### src/rtl/bseq_pkg.sv
package bseq_pkg;
  localparam int SLOT_W = 4;
  localparam int WORD_W = 64;
  localparam int SLOTS  = WORD_W / SLOT_W;
  localparam int TRI_W  = 3 * SLOT_W;
  localparam int PAIR_W = 2 * SLOT_W;
  localparam int N_TRI  = SLOTS / 3 - 1;
  localparam int N_PAIR = (SLOTS - 3 * N_TRI) / 2;
  localparam int N_GRP  = N_TRI + N_PAIR;
  localparam int IDX_W  = $clog2(N_GRP);

  localparam logic [SLOT_W-1:0] OP_DUP  = 4'hA;
  localparam logic [SLOT_W-1:0] OP_DROP = 4'hB;
  localparam logic [SLOT_W-1:0] OP_SWAP = 4'hC;

  typedef enum logic [1:0] {K_PLAIN = 2'd0, K_LIT = 2'd1, K_BRANCH = 2'd2} kind_e;

  typedef struct packed {
    kind_e kind;
    logic  xlo;
  } gdec_t;

  // 8-bit table: classify one slot pair
  function automatic kind_e pair_kind(input logic [PAIR_W-1:0] p);
    if (p[7:4] == OP_DUP && p[3:0] == OP_DROP) return K_LIT;
    if (p[7:4] == OP_SWAP && p[3:0] == OP_SWAP) return K_BRANCH;
    return K_PLAIN;
  endfunction

  // 12-bit table: front pair has priority over back pair
  function automatic gdec_t triple_dec(input logic [TRI_W-1:0] g);
    kind_e f, b;
    f = pair_kind(g[11:4]);
    b = pair_kind(g[7:0]);
    if (f != K_PLAIN) return '{kind: f, xlo: 1'b0};
    if (b != K_PLAIN) return '{kind: b, xlo: 1'b1};
    return '{kind: K_PLAIN, xlo: 1'b0};
  endfunction

  function automatic int unsigned step_bits(input logic tail);
    return tail ? PAIR_W : TRI_W;
  endfunction
endpackage

### src/rtl/bseq_group_dec.sv
module bseq_group_dec
  import bseq_pkg::*;
(
  input  logic [TRI_W-1:0] win,
  input  logic             tail,
  output kind_e            kind,
  output logic             xlo,
  output logic [TRI_W-1:0] slots
);
  gdec_t tri_res;
  kind_e pair_res;

  always_comb begin
    tri_res  = triple_dec(win);
    pair_res = pair_kind(win[TRI_W-1 -: PAIR_W]);
    if (tail) begin
      kind  = pair_res;
      xlo   = 1'b0;
      slots = {win[TRI_W-1 -: PAIR_W], {(TRI_W-PAIR_W){1'b0}}};
    end else begin
      kind  = tri_res.kind;
      xlo   = tri_res.xlo;
      slots = win;
    end
  end
endmodule

### src/rtl/bseq_bundle.sv
module bseq_bundle
  import bseq_pkg::*;
(
  input  logic              clk,
  input  logic              rst,
  input  logic              load,
  input  logic [WORD_W-1:0] ldata,
  input  logic              step,
  output logic [TRI_W-1:0]  win,
  output logic              tail,
  output logic              last
);
  logic [WORD_W-1:0] bundle_q;
  logic [IDX_W-1:0]  idx_q;

  always_ff @(posedge clk) begin
    if (rst) begin
      bundle_q <= '0;
      idx_q    <= '0;
    end else if (load) begin
      bundle_q <= ldata;
      idx_q    <= '0;
    end else if (step) begin
      bundle_q <= bundle_q << step_bits(tail);
      idx_q    <= idx_q + IDX_W'(1);
    end
  end

  assign win  = bundle_q[WORD_W-1 -: TRI_W];
  assign tail = (idx_q >= IDX_W'(N_TRI));
  assign last = (idx_q == IDX_W'(N_GRP - 1));

  // the group index never runs past the last pair
  a_r3_idx_range: assert property (@(posedge clk) disable iff (rst)
    step |=> (idx_q <= IDX_W'(N_GRP - 1)));
endmodule

### src/rtl/bseq_ptr.sv
module bseq_ptr #(
  parameter int ADDR_W = 16,
  parameter logic [ADDR_W-1:0] RESET_ADDR = '0
) (
  input  logic              clk,
  input  logic              rst,
  input  logic              adv,
  input  logic              redir,
  input  logic [ADDR_W-1:0] tgt,
  output logic [ADDR_W-1:0] q
);
  always_ff @(posedge clk) begin
    if (rst)        q <= RESET_ADDR;
    else if (redir) q <= tgt;
    else if (adv)   q <= q + ADDR_W'(1);
  end

  // every consumed word moves the pointer by exactly one
  a_r6_ptr_step: assert property (@(posedge clk) disable iff (rst)
    (adv && !redir) |=> (q == $past(q) + ADDR_W'(1)));
endmodule

### src/rtl/slot_bundle_seq.sv
module slot_bundle_seq
  import bseq_pkg::*;
#(
  parameter int ADDR_W = 16,
  parameter logic [ADDR_W-1:0] RESET_ADDR = '0
) (
  input  logic              clk,
  input  logic              rst,
  output logic              mem_req,
  output logic [ADDR_W-1:0] mem_addr,
  input  logic              mem_rvalid,
  input  logic [63:0]       mem_rdata,
  output logic              issue_valid,
  input  logic              issue_ready,
  output logic [11:0]       issue_slots,
  output logic [1:0]        issue_kind,
  output logic              issue_xlo,
  output logic              issue_tail,
  output logic [63:0]       issue_imm,
  input  logic              br_taken,
  input  logic [ADDR_W-1:0] br_target
);
  typedef enum logic {S_FETCH, S_ISSUE} state_e;

  state_e            state_q;
  logic              imm_held_q;
  logic [WORD_W-1:0] imm_q;

  logic [TRI_W-1:0]  win;
  logic              tail, last;
  kind_e             kind;
  logic              xlo;
  logic [TRI_W-1:0]  slots;

  // named internal events
  logic fetch_done, imm_need, imm_done, accept, redirect, is_lit;

  assign is_lit      = (kind == K_LIT);
  assign fetch_done  = (state_q == S_FETCH) && mem_rvalid;
  assign imm_need    = (state_q == S_ISSUE) && is_lit && !imm_held_q;
  assign imm_done    = imm_need && mem_rvalid;
  assign issue_valid = (state_q == S_ISSUE) && !(is_lit && !imm_held_q);
  assign accept      = issue_valid && issue_ready;
  assign redirect    = accept && (kind == K_BRANCH) && br_taken;
  assign mem_req     = (state_q == S_FETCH) || imm_need;

  bseq_bundle u_bundle (
    .clk   (clk),
    .rst   (rst),
    .load  (fetch_done),
    .ldata (mem_rdata),
    .step  (accept && !last),
    .win   (win),
    .tail  (tail),
    .last  (last)
  );

  bseq_group_dec u_dec (
    .win   (win),
    .tail  (tail),
    .kind  (kind),
    .xlo   (xlo),
    .slots (slots)
  );

  bseq_ptr #(.ADDR_W(ADDR_W), .RESET_ADDR(RESET_ADDR)) u_ptr (
    .clk   (clk),
    .rst   (rst),
    .adv   (fetch_done || imm_done),
    .redir (redirect),
    .tgt   (br_target),
    .q     (mem_addr)
  );

  always_ff @(posedge clk) begin
    if (rst) begin
      state_q    <= S_FETCH;
      imm_held_q <= 1'b0;
      imm_q      <= '0;
    end else begin
      if (fetch_done) state_q <= S_ISSUE;
      else if (accept && (redirect || last)) state_q <= S_FETCH;
      if (imm_done) begin
        imm_q      <= mem_rdata;
        imm_held_q <= 1'b1;
      end else if (accept) begin
        imm_held_q <= 1'b0;
      end
    end
  end

  assign issue_slots = slots;
  assign issue_kind  = kind;
  assign issue_xlo   = xlo;
  assign issue_tail  = tail;
  assign issue_imm   = is_lit ? imm_q : '0;

  // a pending read keeps its request and address
  a_r2_req_hold: assert property (@(posedge clk) disable iff (rst)
    (mem_req && !mem_rvalid) |=> (mem_req && $stable(mem_addr)));

  // an offered group waits unchanged for the consumer
  a_r7_issue_hold: assert property (@(posedge clk) disable iff (rst)
    (issue_valid && !issue_ready) |=>
      (issue_valid && $stable(issue_slots) && $stable(issue_kind) && $stable(issue_imm)));

  // a taken branch requests its target next
  a_r8_redirect: assert property (@(posedge clk) disable iff (rst)
    redirect |=> (mem_req && mem_addr == $past(br_target)));

  // an immediate read turns straight into a literal issue
  a_r6_imm_issue: assert property (@(posedge clk) disable iff (rst)
    imm_done |=> (issue_valid && issue_kind == K_LIT));
endmodule

### config.mk
export PLATFORM = sky130hd
export DESIGN_NAME = slot_bundle_seq
export DESIGN_NICKNAME = d
export VERILOG_FILES = /design/src/rtl/bseq_pkg.sv /design/src/rtl/bseq_group_dec.sv /design/src/rtl/bseq_bundle.sv /design/src/rtl/bseq_ptr.sv /design/src/rtl/slot_bundle_seq.sv
export SDC_FILE = /design/constraint.sdc
export NUM_CORES = 1
export LEC_CHECK = 0
export BUFFER_PORTS_ARGS = -buffer_cell sky130_fd_sc_hd__buf_2
export CAP_MARGIN = 5
export CORE_MARGIN = 2
export CORE_UTILIZATION = 54
export CTS_CLUSTER_DIAMETER = 100
export DETAILED_ROUTE_END_ITERATION = 8
export PLACE_DENSITY = 0.87
export SETUP_SLACK_MARGIN = 0.5
export SLEW_MARGIN = 30
export SYNTH_ARGS = -nofsm -noshare
export SYNTH_HDL_FRONTEND = slang
export SYNTH_SLANG_ARGS = --single-unit
### constraint.sdc
create_clock -name clk -period 2.6 [get_ports clk]
set_input_delay 0.52 -clock clk [delete_from_list [all_inputs] [get_ports clk]]
set_output_delay 0.52 -clock clk [all_outputs]
set_load 0.05 [all_outputs]
==> results of run 1 <==
-- cell families after synthesis --
family          count (synthesis)  share of synthesized area [%]
flops                         149                          40.79
xor+xnor                        5                         0.5989
buf+inv                        90                          6.126
compound gates                233                          20.67
fa+ha+maj                       4                         0.6845
mux                             1                         0.1369
simple gates                  512                          30.99
-- power breakdown --
group | internal [µW] | switching, µW | total, µW
Combinational | 600 | 920 | 1520
Sequential | 2400 | 164 | 2560
Clock | 1360 | 1040 | 2400
-- synth_stat cells, types with 8 or more instances --
| cell | n |
|---|---|
| clkbuf_1 | 53 |
| a21oi_1 | 76 |
| nand3_1 | 12 |
| a2111oi_0 | 44 |
| dfxtp_1 | 149 |
| a22oi_1 | 8 |
| a2111oi_1 | 9 |
| nand2_1 | 206 |
| buf_4 | 14 |
| o21ai_0 | 63 |
| nor2b_1 | 10 |
| and2_1 | 65 |
| buf_2 | 10 |
| nor2_1 | 187 |
-- sequential cells by signal (all words and copies together), names as in the netlist --
| register | flops |
|---|---|
| u_bundle.bundle_q | 64 |
| u_bundle.idx_q | 3 |
| u_ptr.q | 16 |
| imm_held_q | 1 |
| imm_q | 64 |
| state_q | 1 |
-- what timing repair did --
action | 4_1_cts | 5_1_grt
buffers inserted | 18 | 27
pin swaps | 17 | 34
gates resized for setup | 325 | 149
gates cloned | 12 | 12
endpoints found under the setup margin | 196 | 221
-- tightest hold or removal path: cells and delay by family --
kind | cells | cell delay [ns]
simple gates | 1 | 0.04
buf+inv | 1 | 0.08
compound gates | 1 | 0.06
-- stage by stage --
| step | cell area, µm² | hold slack [ns] | std cells | power [µW] |
|---|---|---|---|---|
| final | 11900 | 0.2869 | 1396 | 6479 |
| after global routing | 11900 | 0.2965 | 1396 | 6586 |
| after CTS | 10680 | 0.2819 | 1357 | 5788 |
| after detailed placement | 8502 | 0.4429 | 1295 | 3264 |
| after global placement | 8502 | 0.4392 | 1295 | 3247 |
| after floorplan | 7527 | 0.4317 | 994 | 3018 |
-- final cells by class --
type | count | share of cell area [%]
timing repair buffer | 278 | 25.14
tap | 176 | 1.850
sequential | 149 | 25.21
clock inverter | 9 | 0.6623
clock buffer | 23 | 3.932
multi-input combinational | 756 | 43.02
inverter | 5 | 0.1892
-- routing by layer --
layer / vias to the layer above / track usage [%] / wire (µm)
met5: - / 0 / 13
met4: 2 / 18.39 / 4378
met3: 510 / 8.962 / 6297
met2: 1242 / 59.92 / 16800
met1: 4538 / 43.02 / 12180
li1: 3817 / - / -
-- worst max-delay path by stage --
stage / end / cells after the start / startpoint
5_1_grt: u_ptr.q[2]$_SDFFE_PP0P_ / 9 / u_bundle.bundle_q[58]$_SDFFE_PP0P_
3_5_place_dp: u_ptr.q[8]$_SDFFE_PP0P_ / 7 / u_bundle.bundle_q[59]$_SDFFE_PP0P_
6_report: issue_imm[47] / 7 / u_bundle.bundle_q[63]$_SDFFE_PP0P_
3_3_place_gp: u_ptr.q[14]$_SDFFE_PP0P_ / 7 / u_bundle.bundle_q[59]$_SDFFE_PP0P_
2_1_floorplan: mem_req / 7 / u_bundle.bundle_q[56]$_SDFFE_PP0P_
4_1_cts: mem_req / 8 / u_bundle.bundle_q[56]$_SDFFE_PP0P_
==> results.md, run 1 <==
- Status: finished with violations
- Failing checks: negative setup slack
- EDFF count, synth: 0
- Core Area: roughly 0.013 mm²
- Vias: about 10000
- Sequential fraction of the synthesis area: roughly two fifths
- Cells on worst reg2reg path: 12
- Antenna violations before repair: 2
- Worst slew pin tran: 1.396 ns
- Dpl ws: about 0.17 ns
- Remaining antenna violation count: 0
- Pleak: roughly 0.0045 µW
- Yosys warning total: 0
- Seq cells post-synth: approximately 150
- Hold-fix buffers, CTS: 0
- # IOs: 183
- Max Slew Vio Count: 0
- Largest net degree at the start of global routing: 63
- Leading cell types in the layout, fill and taps excluded: nand2_1, nor2_1, dfxtp_1
- Final core occ: between 80% and 90%
- # fillers: 460
- Slew margin rel.: around 6%
- CP arrival: approximately 2.5 ns
- Setup ws final: -0.3747 ns
- Cell variety after synth: 49
- Clock latency on the worst-skew pair: 0.44 ns
- Vias per std cell: 7.241
- Req. time, crit path: 2.08 ns
- Vias in the first global route: slightly above 8000
- Area growth from synthesis to layout: 62.77%
- Crit-path cells: and4bb_4 -> a2111oi_4 -> o21ba_4 -> buf_12 -> buf_12 -> and2_4 -> buf_8
- Die X: between 100 and 150 µm
- DRC violations left: 0
- CTS tree: built
- CP Class: reg -> out
- Tcrit/Tclk final: 114.4%
- Crit Path Max Fanout: 16
- IO buf count: 182
- Nets@finish: 1296
- Ant. Diodes: 0
- R2r setup slk: -0.37 ns
- Slowest stage delay, CP: about 0.42 ns
- Routed WL: slightly below 40000 µm
- CTS root buf: clkbuf_16
- H-tree levels: 4
- Max Cap Viol: 0
- Hold EP: u_ptr.q[15]$_SDFFE_PP0P_
- Storage cell area: 0.003000 mm²
- Routed len/inst: roughly 28 µm
- Min-delay worst type: in -> reg
- Async set or reset register ratio after synthesis: 0%
- Clock sinks: 149
- GRT Residual Overflow: 0
- Mapped Cells: 994
- Post-route setup TNS: -33.74 ns
- Drt first pass iters: 8
- Worst-case vdd ir drop: between 0.4 and 0.5 mV
- GP Congestion: 0.8675
- Crit end category: primary output
- CP Launch Type: flop
- Yosys top cell area share: between 40% and 50%
- CTS clk-pin slew, worst paths: ~0.070 ns
- Final hold vios: 0
- Hold_sp: br_target[15]
- Hpwl dp: 13620 µm
- Pwr Density: around 540 mW/mm²
- All-Layer GR Usage: between 30% and 40%
- Most frequent CP cell: buf_12
- RSZ-0062 raised after global routing: yes
- Initial core utilization: between 50 and 60%
- Skew final: around 0.012 ns
- Reg-to-reg endpoint: imm_q[53]$_SDFFE_PP0P_
- Detailed Route Iter0 Violations: around 2100
- Hold Path Stages: 3
- Site Rows: between 40 and 50
- Crit Reg-Reg Startpoint: u_bundle.bundle_q[63]$_SDFFE_PP0P_
- Crit path time final: slightly below 3 ns
- First-pass GRT wire length: approximately 42000 µm
- Final setup fails: 155
- Synthesized net count: ~1100
- Buf+Inv Stages, Crit Path: 3
- Most common flop cell mapped by yosys: dfxtp_1
- Avg Cell Area, Syn: 7.356 µm²
- Area of the multi-input gates: a little over 0.005 mm²
- Share of cells above drive strength 1: a little over two fifths
- Most common cell after layout, fill and taps aside: nand2_1
- Largest cells by area after synthesis: dfxtp_1, nand2_1, nor2_1, and2_1, a2111oi_0
- F_max: between 0.3 and 0.4 GHz
- Dominant cell type by area after synthesis: dfxtp_1
- Mapped Area: roughly 0.0073 mm²
- Max Buffers Root-to-Sink: 2
- Crit-path slowest cell: a2111oi_4
- Crit-path leading delay family: compound AO/OA/AOI/OAI gates
- Cts bufs inserted: 17
- Die height: ~120 µm
- Die area: 0.01449 mm²
Power figures use the tool's default switching activity.
==> run 2, diff against run 1 <==
==> constraint.sdc (replaced) <==
create_clock -name clk -period 2.6 [get_ports clk]
set_input_delay 0.39 -clock clk [delete_from_list [all_inputs] [get_ports clk]]
set_output_delay 0.39 -clock clk [all_outputs]
set_load 0.05 [all_outputs]
==> run 2 against run 1 <==
Net effect:
- the flow now stops in global routing (5_1_grt)
- synthesized cell count unchanged
- synthesized area stayed put
==> results.md, run 2 <==
- All-Layer GR Usage: between 90% and 100%
- Error msg: [ERROR GRT-0232] Routing congestion too high. Check the congestion heatmap in the GUI.
- Cts bufs inserted: 17 (unchanged)
- Status: aborted with a tool error
- CTS root buf: clkbuf_16
- Die X: 120.4 µm (unchanged)
- Stop stage: global routing (5_1_grt)
- Yosys top cell area share: 40.79% (unchanged)
- Worst setup endpoint GRT: issue_imm[33]
- Most frequent cell after synthesis: nand2_1
- # IOs: 183 (unchanged)
- Commonest cells in the synthesized netlist: nand2_1, nor2_1, dfxtp_1
- Max Buffers Root-to-Sink: 2 (unchanged)
- Die height: 120.4 µm (unchanged)
- Async set or reset register ratio after synthesis: 0% (unchanged)
- Mapped Area: 0.007312 mm² (unchanged)
- Synthesized net count: 1083 (unchanged)
- Cell variety after synth: 49 (unchanged)
- Mapped Cells: 994 (unchanged)
- Most common flop cell mapped by yosys: dfxtp_1
- Largest net degree at the start of global routing: slightly above 80
- Hold-fix buffers, CTS: 0 (unchanged)
- Site Rows: 42 (unchanged)
- Largest cells by area after synthesis: dfxtp_1, nand2_1, nor2_1, and2_1, a2111oi_0
- Avg Cell Area, Syn: 7.356 µm² (unchanged)
- Hpwl dp: 13170 µm (-3.3%)
- Sequential fraction of the synthesis area: 40.79% (unchanged)
- Clock sinks: 149 (unchanged)
- Yosys warning total: 0 (unchanged)
- EDFF count, synth: 0 (unchanged)
- Dominant cell type by area after synthesis: dfxtp_1
- IO buf count: 182 (unchanged)
- Dpl ws: 0.2078 ns (+0.04148 ns)
- Seq cells post-synth: 149 (unchanged)
- H-tree levels: 4 (unchanged)
- Worst endpoint type: output port
- GP Congestion: 0.8708 (+0.38%)
- Initial core utilization: 55.22% (unchanged)
- GRT Residual Overflow: about 850
-- run 2: cell counts after synthesis --
No cell type changed its count.
-- run 2: cell families after synthesis --
group,count (synthesis),share of synthesized area [%]
compound gates,233,20.67
xor+xnor,5,0.5989
fa+ha+maj,4,0.6845
buf+inv,90,6.126
flops,149,40.79
mux,1,0.1369
simple gates,512,30.99
-- run 2: what timing repair did --
item,4_1_cts
gates resized for setup,388
setup endpoints to repair,207
buffers inserted,31
pin swaps,123
cloned,20
-- run 2: routing by layer --
metal,GRT overflow,global-route usage [%]
met1,2,85.82
met4,190,104.8
met2,653,120.6
met5,0,18.75
met3,4,71.13
-- run 2: stage by stage --
step                area, µm²  setup TNS [ns]  hold WS, ns  utilization [%]  std cells
detailed placement       8452               0       0.4457            63.82       1290
CTS                     11010         -0.5207       0.1543            83.13       1372
global placement         8452               0       0.4385            63.82       1290
floorplan                7527               0       0.4317                -        994
==> run 3, diff against run 2 <==
--- a/config.mk
+++ b/config.mk
@@ -8,11 +8,9 @@
 export BUFFER_PORTS_ARGS = -buffer_cell sky130_fd_sc_hd__buf_2
 export CAP_MARGIN = 5
 export CORE_MARGIN = 2
-export CORE_UTILIZATION = 54
-export CTS_CLUSTER_DIAMETER = 100
+export CORE_UTILIZATION = 40
 export DETAILED_ROUTE_END_ITERATION = 8
-export PLACE_DENSITY = 0.87
-export SETUP_SLACK_MARGIN = 0.5
+export PLACE_DENSITY_LB_ADDON = 0.15
 export SLEW_MARGIN = 30
 export SYNTH_ARGS = -nofsm -noshare
 export SYNTH_HDL_FRONTEND = slang
==> run 3 against run 2 <==
Net effect:
- the run now ends clean
==> results.md, run 3 (synthesized netlist as in run 1, its figures left out) <==
- # fillers: about 1800
- Crit end category: primary output
- CP arrival: around 2.2 ns
- # IOs: 183 (unchanged)
- Site Rows: 49 (+17%)
- GRT Residual Overflow: 0
- Post-route setup TNS: 0 ns
- Status: finished, final reports clean
- RSZ-0062 raised after global routing: yes
- CTS clk-pin slew, worst paths: ~0.07 ns
- Antenna violations before repair: 0
- Max Buffers Root-to-Sink: 2 (unchanged)
- F_max: about 0.39 GHz
- Largest net degree at the start of global routing: 130
- First-pass GRT wire length: 34360 µm
- DRC violations left: 0
- Area growth from synthesis to layout: 30.10%
- Nets@finish: 1231
- Storage cell area: 0.002993 mm²
- Routed len/inst: about 16 µm
- Drt first pass iters: 5
- CP Launch Type: flop
- Detailed Route Iter0 Violations: 578
- Vias: 7243
- CP Class: reg -> out
- Largest regs: imm_q (64), u_bundle.bundle_q (64), u_ptr.q (16)
- Die height: 139.2 µm (+16%)
- Vias per std cell: 5.237
- Die X: 139.2 µm (+16%)
- Worst slew pin tran: 0.9529 ns
- Routed WL: 21560 µm
- Worst-case vdd ir drop: just under 0.5 mV
- Met2 Routed Length: around 11000 µm
- Share of cells above drive strength 1: 23.74%
- Ant. Diodes: 0
- Pwr Density: 611.5 mW/mm²
- CTS root buf: clkbuf_16
- Crit Path Max Fanout: 35
- Clock latency on the worst-skew pair: ~0.43 ns
- H-tree levels: 4 (unchanged)
- Cts bufs inserted: 17 (unchanged)
- Vias in the first global route: around 6800
- Final core occ: a little over half
- Slew margin rel.: about 36%
- Met3 Wirelength: approximately 1000 µm
- Area of the multi-input gates: about 0.004 mm²
- Final setup fails: 0
- CTS tree: built
- Crit path time final: 2.541 ns
- Leading cell types in the layout, fill and taps excluded: nand2_1, nor2_1, dfxtp_1
- GP Congestion: 0.8014 (-8.0%)
- Tcrit/Tclk final: 97.74%
- Clock sinks: 149 (unchanged)
- Max Slew Vio Count: 0
- Req. time, crit path: about 2.2 ns
- Die area: 0.01938 mm²
- Final hold vios: 0
- Most common cell after layout, fill and taps aside: nand2_1
- IO buf count: 182 (unchanged)
- Skew final: about 0.0084 ns
- Pleak: 0.003672 µW
- Max layer used: met4
- Max Cap Viol: 0
- Core Area: around 0.018 mm²
- Hpwl dp: 14660 µm (+11%)
- Remaining antenna violation count: 0
- Min-delay worst type: in -> reg
- All-Layer GR Usage: between 20% and 30%
- Met1 wire length: between 9000 and 10000 µm
- Hold-fix buffers, CTS: 0 (unchanged)
- Initial core utilization: 40.70% (-15 points)
==> run 3: worst max-delay path: stages (launching register included) <==
cell and delay (ns):
dfxtp_4 0.36, and4bb_2 0.27, a2111oi_4 0.33, o21ba_4 0.24, buf_12 0.17, and2_1 0.17, buf_6 0.17
==> run 3: area by class of cell <==
type / instances / area share [%]
sequential: 149 / 31.46
clock inverter: 12 / 1.591
timing repair buffer: 214 / 17.56
clock buffer: 19 / 4.761
inverter: 5 / 0.2367
tap: 229 / 3.012
multi-input combinational: 755 / 41.38
==> run 3: what timing repair did <==
item | in CTS | in global routing
pin swaps | 2 | 3
setup buffers | 1 | 4
endpoints found under the setup margin | 67 | 73
gates resized for setup | 82 | 74
==> run 3: through the flow <==
stage	hold slack (ns)	std cells	area [µm²]	setup slack (ns)	total power, µW
floorplan	0.4317	994	7326	0.01805	3013
global placement	0.4378	1347	8398	0.2487	3278
detailed placement	0.4438	1347	8398	0.1591	3284
CTS	0.1520	1379	9229	0.006380	5842
global route	0.1621	1383	9513	-0.05582	6046
finish	0.1639	1383	9513	0.05867	5817
==> run 3: layer usage <==
| layer | vias to the layer above | global-route usage [%] |
|---|---|---|
| met5 | - | 0 |
| met4 | 0 | 5.369 |
| met3 | 13 | 4.593 |
| met2 | 168 | 37.15 |
| met1 | 3389 | 28.21 |
| li1 | 3673 | - |
==> run 3: power breakdown <==
group | leakage, µW | internal (µW) | switching (µW)
sequential | 0.00122 | 2390 | 100
clock | 0.000296 | 1560 | 1010
combinational | 0.00216 | 270 | 486
total | 0.00367 | 4220 | 1590
==> run 3: worst paths after layout <==
kind	slack (ns)	cells after the start	start	endpoint
setup / recovery	0.06	6	u_bundle.bundle_q[57]$_SDFFE_PP0P_	issue_imm[37]
hold / removal	0.16	3	br_target[10]	u_ptr.q[10]$_SDFFE_PP0P_
setup reg to reg	0.26	7	state_q$_SDFFE_PP0P_	u_bundle.bundle_q[39]$_SDFFE_PP0P_
hold reg to reg	0.45	2	imm_q[32]$_SDFFE_PP0P_	imm_q[32]$_SDFFE_PP0P_
==> run 4, diff against run 3 <==
--- a/config.mk
+++ b/config.mk
@@ -14,4 +14,5 @@
 export SLEW_MARGIN = 30
 export SYNTH_ARGS = -nofsm -noshare
 export SYNTH_HDL_FRONTEND = slang
+export SYNTH_HIERARCHICAL = 1
 export SYNTH_SLANG_ARGS = --single-unit
==> run 4 against run 3 <==
Net effect:
- sequential power fell by 3%
- largest power group is now registers
- the flow now finishes with violations (negative setup slack)
- fmax is 6.9% lower
- synthesized cell count down 9.7%
- critical endpoint is now issue_imm[50]
- design area increased by 23%
- highest routed layer unchanged
- synthesized area grew 19%
- final cell count is 3.1% lower
- register-to-register slack lost 0.35 ns
==> results.md, run 4 <==
- Status: finished with violations
- Failing checks: negative setup slack
- Ant. Diodes: 0 (unchanged)
- First-pass GRT wire length: 34480 µm (+0.36%)
- CP Launch Type: flop
- Pwr Density: 468.9 mW/mm² (-23%)
- Routed WL: 22870 µm (+6.1%)
- Die height: 151.8 µm (+9.0%)
- IO buf count: 182 (unchanged)
- RSZ-0062 raised after global routing: yes
- Yosys warning total: 6 (+6)
- Area growth from synthesis to layout: 34.07%
- # IOs: 183 (unchanged)
- Drt first pass iters: 4 (-1)
- Core Area: 0.02162 mm² (+20%)
- Largest regs: imm_q (64), u_bundle/bundle_q (64), u_ptr/q (16)
- Worst slew pin tran: 0.7138 ns (-0.2391 ns)
- Slew margin rel.: 52.41% (+16 points)
- F_max: 0.3662 GHz (-6.9%)
- CTS tree: built
- Post-Synth XOR/XNOR Area: 1.504% (+0.90 points)
- Seq cells post-synth: 149 (unchanged)
- Largest net degree at the start of global routing: 105 (-19%)
- Nets@finish: 1136 (-7.7%)
- Req. time, crit path: 2.21 ns (about the same)
- Clock sinks: 149 (unchanged)
- Worst-case vdd ir drop: 0.3585 mV (-28%)
- Total chip power: 5493 µW (-5.6%)
- Synth Area in Adders: 0.5728% (-0.11 points)
- Crit end category: primary output
- GP Congestion: 0.7638 (-4.7%)
- CP arrival: 2.34 ns (+0.19 ns)
- Final core occ: 54.18% (+1.2 points)
- Vias in the first global route: 6353 (-5.9%)
- Initial core utilization: 40.41% (-0.29 points)
- Post-synthesis compound-gate area fraction: 12.06% (-8.6 points)
- Avg Cell Area, Syn: 9.730 µm² (+32%)
- Remaining antenna violation count: 0 (unchanged)
- Max Cap Viol: 0 (unchanged)
- Cell variety after synth: 45 (-8.2%)
- CTS clk-pin slew, worst paths: 0.07 ns (about the same)
- CP Class: reg -> out
- Synthesized net count: 987 (-8.9%)
- Vias per std cell: 5.109 (-2.4%)
- Leading cell types in the layout, fill and taps excluded: dfxtp_1, nand2b_1, mux2i_1
- Antenna violations before repair: 0 (unchanged)
- GRT Residual Overflow: 0 (unchanged)
- Yosys top cell area share: 34.14% (-6.7 points)
- Combinational family with the most area after synthesis: simple AND/OR/NAND/NOR gates
- H-tree levels: 4 (unchanged)
- Site Rows: 54 (+10%)
- Die area: 0.02304 mm² (+19%)
- # fillers: 1960 (+11%)
- Tcrit/Tclk final: 105.0% (+7.3 points)
- Largest cells by area after synthesis: dfxtp_1, mux2i_1, nand2b_1, o221ai_2, or4b_1
- Mapped Area: 0.008737 mm² (+19%)
- Hpwl dp: 14360 µm (-2.1%)
- Min-delay worst type: in -> reg
- Sequential fraction of the synthesis area: 34.14% (-6.7 points)
- CTS root buf: clkbuf_16
- Async set or reset register ratio after synthesis: 0% (unchanged)
- Post-synthesis simple-gate area fraction: 29.37% (-1.6 points)
- All-Layer GR Usage: 18.84% (-2.9 points)
- Max Slew Vio Count: 0 (unchanged)
- Share of cells above drive strength 1: 43.21% (+19 points)
- DRC violations left: 0 (unchanged)
- Max Buffers Root-to-Sink: 2 (unchanged)
- Pleak: 0.004495 µW (+22%)
- EDFF count, synth: 0 (unchanged)
- Routed len/inst: 17.07 µm (+9.5%)
- Clock latency on the worst-skew pair: 0.43 ns (about the same)
- Die X: 151.8 µm (+9.0%)
- Crit path time final: 2.731 ns (+0.1897 ns)
- Most common flop cell mapped by yosys: dfxtp_1
- Crit Path Max Fanout: 9 (-74%)
- Setup ws final: -0.1310 ns (-0.1897 ns)
- Most frequent cell after synthesis: dfxtp_1
- Cts bufs inserted: 17 (unchanged)
- Final setup fails: 75 (+75)
- Dominant cell type by area after synthesis: dfxtp_1
- Detailed Route Iter0 Violations: 334 (-42%)
- Vias: 6846 (-5.5%)
- Commonest cells in the synthesized netlist: dfxtp_1, nand2b_1, mux2i_1
- Skew final: 0.009613 ns (+0.001200 ns)
- Most common cell after layout, fill and taps aside: dfxtp_1
- Post-synthesis mux area share: 13.86% (+14 points)
- Final hold vios: 0 (unchanged)
- Mapped Cells: 898 (-9.7%)
==> run 4: changes by cell type after synthesis, sizes merged, moves of 54 or more <==
cell and delta:
o21ai -62, nand2 -138, nand2b +132, a2111oi -54, mux2i +120, nor2 -176
==> run 4: cell type report <==
class                      count  area (µm²)  share of cell area, %
clock buffer                  17       425.4                  3.632
clock inverter                15       136.4                  1.164
inverter                      18       67.56                 0.5768
multi-input combinational    628        5477                  46.75
sequential                   149        2994                  25.56
tap                          280       350.3                  2.991
timing repair buffer         233        2263                  19.32
==> run 4: routing by layer <==
metal  up-vias  routed length [µm]  global-route usage [%]
met5         -                   0                       0
met4         0                 328                   5.000
met3        20                 915                   3.054
met2       148               10320                   28.15
met1      3250               11310                   27.97
li1       3428                   -                       -
==> run 4: per-stage QoR <==
| step | hold slack (ns) | instance area, µm² | cells | setup slack, ns | setup TNS, ns |
|---|---|---|---|---|---|
| finish | 0.1993 | 11710 | 1340 | -0.1310 | -7.995 |
| global placement | 0.4602 | 9995 | 1289 | 0.0007336 | 0 |
| CTS | 0.1869 | 11360 | 1328 | -0.1713 | -8.669 |
| global route | 0.2016 | 11710 | 1340 | -0.2141 | -16.63 |
| floorplan | 0.4491 | 9114 | 898 | -0.8761 | -72.73 |
| detailed placement | 0.4627 | 9995 | 1289 | -0.03027 | -0.5667 |
==> run 4: final timing paths <==
| kind | start | end | slack, ns | cells past startpoint |
|---|---|---|---|---|
| worst max-delay path | u_bundle/bundle_q[54]$_SDFFE_PP0P_ | issue_imm[50] | -0.13 | 9 |
| worst min-delay path | br_target[0] | u_ptr/q[0]$_SDFFE_PP0P_ | 0.20 | 3 |
| worst max register to register | u_bundle/bundle_q[54]$_SDFFE_PP0P_ | u_ptr/q[5]$_SDFFE_PP0P_ | -0.09 | 11 |
| worst min register to register | imm_q[14]$_SDFFE_PP0P_ | imm_q[14]$_SDFFE_PP0P_ | 0.47 | 2 |
==> run 4: cells by family after synthesis <==
logic type | count (synthesis)
buffers and inverters | 121
muxes | 121
adders and majority gates | 4
DFF | 149
and+or+nand+nor | 390
AOI/OAI and AO/OA | 98
xor gates and xnor gates | 15
==> run 4: power by group <==
group          internal [µW]  switching (µW)
combinational            300             380
clock                   1270            1130
sequential              2350            65.8
==> run 4: worst max-delay path, stage by stage, from the launching register on <==
cell and delay [ns]:
dfxtp_2 0.33, and4bb_1 0.29, o211ai_1 0.13, a211oi_4 0.25, buf_6 0.13, nor2b_4 0.22
buf_12 0.15, buf_16 0.13, and2_4 0.15, buf_8 0.14
==> run 4: timing repair <==
action                                  4_1_cts  5_1_grt
gates cloned                                  2        6
endpoints found under the hold margin         0        0
buffers inserted                              5        8
hold buffers                                  0        0
gates resized for setup                     213       52
endpoints found under the setup margin       93      133
pin swaps                                    10       49
